$ cat src/rtl/ls_endian_pkg.sv
package ls_endian_pkg;
  localparam int unsigned BYTE_W = 8;

  typedef enum logic [1:0] {
    SZ_B1 = 2'd0,
    SZ_B2 = 2'd1,
    SZ_B4 = 2'd2,
    SZ_B8 = 2'd3
  } acc_size_e;
endpackage

$ cat src/rtl/ls_addr_munge.sv
// Size-dependent inversion of the in-word address bits plus the
// natural-alignment test.
module ls_addr_munge #(
  parameter int unsigned ADDR_W = 16,
  parameter int unsigned LANES  = 8
) (
  input  logic [ADDR_W-1:0]          addr,
  input  logic [1:0]                 size,
  input  logic                       le_mode,
  output logic [$clog2(LANES)-1:0]   lane_start,
  output logic                       misaligned
);
  localparam int unsigned LB = $clog2(LANES);

  logic [LB:0]   span_m1;
  logic [LB-1:0] low_mask;
  logic [LB-1:0] flip;

  always_comb begin
    span_m1  = ({{LB{1'b0}}, 1'b1} << size) - 1'b1;
    low_mask = span_m1[LB-1:0];
    // Inverting only the bits above the operand keeps it inside the
    // same naturally aligned group of lanes.
    flip       = le_mode ? ~low_mask : '0;
    lane_start = addr[LB-1:0] ^ flip;
    misaligned = |(addr[LB-1:0] & low_mask);
  end
endmodule

$ cat src/rtl/ls_write_steer.sv
// Byte enables and big-endian placement of the store operand.
module ls_write_steer #(
  parameter int unsigned LANES = 8
) (
  input  logic                       enable,
  input  logic [$clog2(LANES)-1:0]   lane_start,
  input  logic [1:0]                 size,
  input  logic [8*LANES-1:0]         op_data,
  output logic [LANES-1:0]           byte_en,
  output logic [8*LANES-1:0]         lane_data
);
  localparam int unsigned LB = $clog2(LANES);
  localparam int unsigned DW = 8 * LANES;

  logic [LB:0] span;
  logic [LB:0] last;

  always_comb begin
    span = {{LB{1'b0}}, 1'b1} << size;
    last = {1'b0, lane_start} + span - 1'b1;
  end

  for (genvar i = 0; i < LANES; i++) begin : g_lane
    logic [LB:0] op_idx;
    logic        hit;
    assign hit    = enable && ((LB+1)'(i) >= {1'b0, lane_start}) && ((LB+1)'(i) <= last);
    assign op_idx = last - (LB+1)'(i);
    assign byte_en[i] = hit;
    assign lane_data[DW-1-8*i -: 8] = hit ? op_data[8*op_idx[LB-1:0] +: 8] : 8'h00;
  end
endmodule

$ cat src/rtl/ls_read_align.sv
// Holds the lane placement of a load for one cycle and right-justifies
// the memory word when it returns.
module ls_read_align #(
  parameter int unsigned LANES = 8
) (
  input  logic                       clk,
  input  logic                       rst,
  input  logic                       rd_req,
  input  logic                       fault_req,
  input  logic [$clog2(LANES)-1:0]   lane_start,
  input  logic [1:0]                 size,
  input  logic [8*LANES-1:0]         mem_rdata,
  output logic                       rd_valid,
  output logic                       align_fault,
  output logic [8*LANES-1:0]         rd_data
);
  localparam int unsigned LB = $clog2(LANES);
  localparam int unsigned DW = 8 * LANES;

  logic [LB-1:0] start_q;
  logic [1:0]    size_q;
  logic [LB:0]   span_q;
  logic [LB:0]   last_q;

  always_ff @(posedge clk) begin
    if (rst) begin
      rd_valid    <= 1'b0;
      align_fault <= 1'b0;
      start_q     <= '0;
      size_q      <= '0;
    end else begin
      rd_valid    <= rd_req;
      align_fault <= fault_req;
      if (rd_req) begin
        start_q <= lane_start;
        size_q  <= size;
      end
    end
  end

  always_comb begin
    span_q = {{LB{1'b0}}, 1'b1} << size_q;
    last_q = {1'b0, start_q} + span_q - 1'b1;
  end

  for (genvar k = 0; k < LANES; k++) begin : g_byte
    logic [LB:0] src_lane;
    logic        used;
    assign used     = (LB+1)'(k) < span_q;
    assign src_lane = last_q - (LB+1)'(k);
    assign rd_data[8*k +: 8] = (rd_valid && used)
                               ? mem_rdata[DW-1-8*src_lane[LB-1:0] -: 8] : 8'h00;
  end
endmodule

$ cat src/rtl/ls_endian_front.sv
module ls_endian_front #(
  parameter int unsigned ADDR_W = 16,
  parameter int unsigned LANES  = 8
) (
  input  logic                              clk,
  input  logic                              rst,
  input  logic                              req_valid,
  input  logic                              req_write,
  input  logic                              req_le,
  input  logic [1:0]                        req_size,
  input  logic [ADDR_W-1:0]                 req_addr,
  input  logic [8*LANES-1:0]                req_wdata,
  output logic                              mem_en,
  output logic                              mem_we,
  output logic [ADDR_W-$clog2(LANES)-1:0]   mem_addr,
  output logic [LANES-1:0]                  mem_be,
  output logic [8*LANES-1:0]                mem_wdata,
  input  logic [8*LANES-1:0]                mem_rdata,
  output logic                              rd_valid,
  output logic                              align_fault,
  output logic [8*LANES-1:0]                rd_data
);
  import ls_endian_pkg::*;

  localparam int unsigned LB = $clog2(LANES);

  logic [LB-1:0] lane_start;
  logic          misaligned;
  logic          accept;

  ls_addr_munge #(.ADDR_W(ADDR_W), .LANES(LANES)) u_munge (
    .addr       (req_addr),
    .size       (req_size),
    .le_mode    (req_le),
    .lane_start (lane_start),
    .misaligned (misaligned)
  );

  assign accept   = req_valid && !misaligned;
  assign mem_en   = accept;
  assign mem_we   = accept && req_write;
  assign mem_addr = req_addr[ADDR_W-1:LB];

  ls_write_steer #(.LANES(LANES)) u_steer (
    .enable     (accept),
    .lane_start (lane_start),
    .size       (req_size),
    .op_data    (req_wdata),
    .byte_en    (mem_be),
    .lane_data  (mem_wdata)
  );

  ls_read_align #(.LANES(LANES)) u_read (
    .clk         (clk),
    .rst         (rst),
    .rd_req      (accept && !req_write),
    .fault_req   (req_valid && misaligned),
    .lane_start  (lane_start),
    .size        (req_size),
    .mem_rdata   (mem_rdata),
    .rd_valid    (rd_valid),
    .align_fault (align_fault),
    .rd_data     (rd_data)
  );
endmodule

$ cat config.mk
export PLATFORM = sky130hd
export DESIGN_NAME = ls_endian_front
export DESIGN_NICKNAME = d
export VERILOG_FILES = /design/src/rtl/ls_endian_pkg.sv /design/src/rtl/ls_addr_munge.sv /design/src/rtl/ls_write_steer.sv /design/src/rtl/ls_read_align.sv /design/src/rtl/ls_endian_front.sv
export SDC_FILE = /design/constraint.sdc
export NUM_CORES = 1
export LEC_CHECK = 0
export ABC_AREA = 0
export BUFFER_PORTS_ARGS = -buffer_cell sky130_fd_sc_hd__buf_4
export CORE_MARGIN = 4
export CORE_UTILIZATION = 25
export CTS_BUF_LIST = sky130_fd_sc_hd__clkbuf_8
export DETAILED_ROUTE_END_ITERATION = 10
export PLACE_DENSITY = 0.49
export SLEW_MARGIN = 15
export SYNTH_ARGS = -nofsm -noshare
export SYNTH_HDL_FRONTEND = slang
export SYNTH_SLANG_ARGS = --single-unit
$ cat constraint.sdc
create_clock -name clk -period 3.6 [get_ports clk]
set_input_delay 0.18 -clock clk [delete_from_list [all_inputs] [get_ports clk]]
set_output_delay 0.18 -clock clk [all_outputs]
set_load 0.005 [all_outputs]
==> impl_metrics.yaml <==
clocking:
  tritoncts: "done"
  cts.sinks: 7
  postCtsSetupRepairBufs: 0
  clock_latency_ps: 230
  clockBufferDepth: 2
  path_clk_slew_ps: 40
  htree_num_levels: 1
  clockRootBuffer: "clkbuf_8"
  holdBufCountCts: 0
  cts_buffers: 3
  ctsResizeCount: 0
route:
  dr_total_vias: 6966
  wl_um: 27800
  drt-wirelength-per-cell_um: 22.0
  drc: 0
  firstDrtPassIters: 5
  ant_nets: 0
  drtIter0Drc: 512
  vias_per_cell: 5.52
critical_path:
  start_kind: "input pin"
  cp_max_fo: 22
  cp.required_ps: 3420
  worstSetupPathType: "input pin to primary output"
  arrival_ps: 3180
  reg2reg_slack_ps: 2870
  crit_path_end_kind: "primary output"
die:
  core_um2: 26300
  die_area_um2: 29600
  placementRows: 59
  io-pin-count: 304
  chipHeight_um: 172
  start_util: 0.256
  chipWidth_um: 172
yosys:
  synth.area.top_cells: "mux4_2 (48%), mux2i_1 (11%), nand2_1 (9.2%)"
  ys_top_cells_by_count: "nand2_1 (164), mux4_2 (144), mux2i_1 (75)"
  yosysWarnings: 0
  synth_fp_nets: 860
  yosysMostFrequentCell: "nand2_1"
  synth_area_per_cell_um2: 9.70
  synth_seq_cells: 7
  synth_top_area_frac: 0.483
  synth_flop_cell: "dfxtp_1"
  syn_inst: 693
  yosysSeqAreaShare: 0.0209
  synth_area_um2: 6720
  synth_cell_types: 50
  synthArstFlopShare: 0
  synth_edf_count: 0
  synth_top_area_cell: "mux4_2"
power:
  power_density_nw_per_um2: 353
  irDropWorstVdd_mv: 0.219
  p_leak_nw: 3.82
global_route:
  grt_usage: 0.176
  grt_max_degree: 65
  overflow: 0
  grt_first_pass_wirelength_um: 40600
  antenna_found_initial: 0
  grt_pass1_vias: 6695
finish:
  final_nets: 1094
  antenna_cells: 0
  drive_gt1_frac: 0.516
  nFillCells: 2737
  area_growth_pct: 36.7
  fin_cells: 1261
sta:
  fin_skew_ps: 0
  fmax_mhz: 297
  hold_viol: 0
  slew_viol_final: 0
  setup_viol: 0
  relSlewSlack: 0.560
  fin_setup_tns_ps: 0
  tightest_slew_ps: 660
  fin_crit_sh: 0.934
  rsz0062_at_grt: "no"
  fin_crit_ps: 3360
place:
  portBuffers: 277
  place_inst: 1257
  gp_congestion: 0.876
  dp_hpwl_um: 22300
job:
  maxCapViolCount: 0
status:
  outcome: "complete, no violations"
hold_path:
  hold_class: "input pin to register"
## where the power goes
group,total [mW],switching (mW),internal [mW]
clock,0.110,0.0347,0.0749
combinational,3.05,1.55,1.50
sequential,0.0843,0.00288,0.0814
## metal layers
metal | vias to the layer above | global-route usage | share of wire
met1 | 3500 | 0.239 | 0.40
met3 | 28 | 0.0338 | 0.082
met2 | 315 | 0.295 | 0.50
li1 | 3123 | - | -
met5 | - | 0 | 0
met4 | 0 | 0.0328 | 0.022
## sequential cells by signal (all words and copies together), names as in the netlist
| name | cells |
|---|---|
| u_read.start_q | 3 |
| u_read.size_q | 2 |
| u_read.align_fault | 1 |
| u_read.rd_valid | 1 |
## stage by stage
step	hold slack, ps	utilization	area (um2)	setup slack, ps	total power, mW
2_1_floorplan	252	-	6730	116	2.26
3_3_place_gp	360	0.348	9140	223	3.13
3_5_place_dp	360	0.348	9140	240	3.13
4_1_cts	175	0.349	9180	210	3.26
5_1_grt	179	0.349	9180	49.4	3.49
6_report	179	0.349	9180	237	3.24
## kinds of logic (layout without fill, tap and decap cells)
group           count (synthesis)  count (layout)  share of synthesized area
xor+xnor                       18              18                     0.0434
compound gates                 78              78                     0.0693
flops                           7               7                     0.0209
mux                           219             219                      0.594
fa+ha+maj                      16              16                     0.0309
buf+inv                       101             334                     0.0769
simple gates                  254             254                      0.164
## area by class of cell
class / instances / area (um2) / share of cell area
flip-flops and latches: 7 / 140 / 0.0153
inverters: 17 / 63.8 / 0.00695
repair buffers: 313 / 2420 / 0.264
well taps: 335 / 419 / 0.0456
multi-input cells: 585 / 6090 / 0.663
clock buffers: 3 / 41.3 / 0.00450
clock inverters: 1 / 5.00 / 0.000545
## worst max-delay path: stages
cell and delay (ps):
buf_4 140, nor3b_1 230, xnor2_1 160, ha_4 180, inv_1 50, ha_2 150, inv_1 40, fa_1 510
inv_1 70, ha_1 320, buf_12 210, mux4_2 520, mux2i_1 140, nor3_1 90, buf_4 160
## layout by cell type, fill, tap and decap left out, types with 3 or more instances in the layout
master	count
buf_12	6
o21ai_0	18
nor2b_1	12
or2_2	3
xnor2_1	7
a211oi_1	4
mux2i_1	75
ha_1	12
nand3_1	16
buf_4	307
nor2_1	16
inv_1	17
mux4_2	144
a21oi_1	41
nor3_1	25
and2_1	5
clkbuf_8	3
nand2b_1	3
dfxtp_1	7
nand2_1	164
and3_1	3
## worst paths after layout
kind                                        start                end  cells after the start
worst min register to register  u_read.start_q[1]  u_read.start_q[1]                      2
worst min-delay path                          rst   u_read.size_q[0]                      2
worst max register to register   u_read.size_q[0]   u_read.size_q[0]                      2
worst max-delay path                  req_size[1]      mem_wdata[15]                     15
Power figures use the tool's default switching activity.
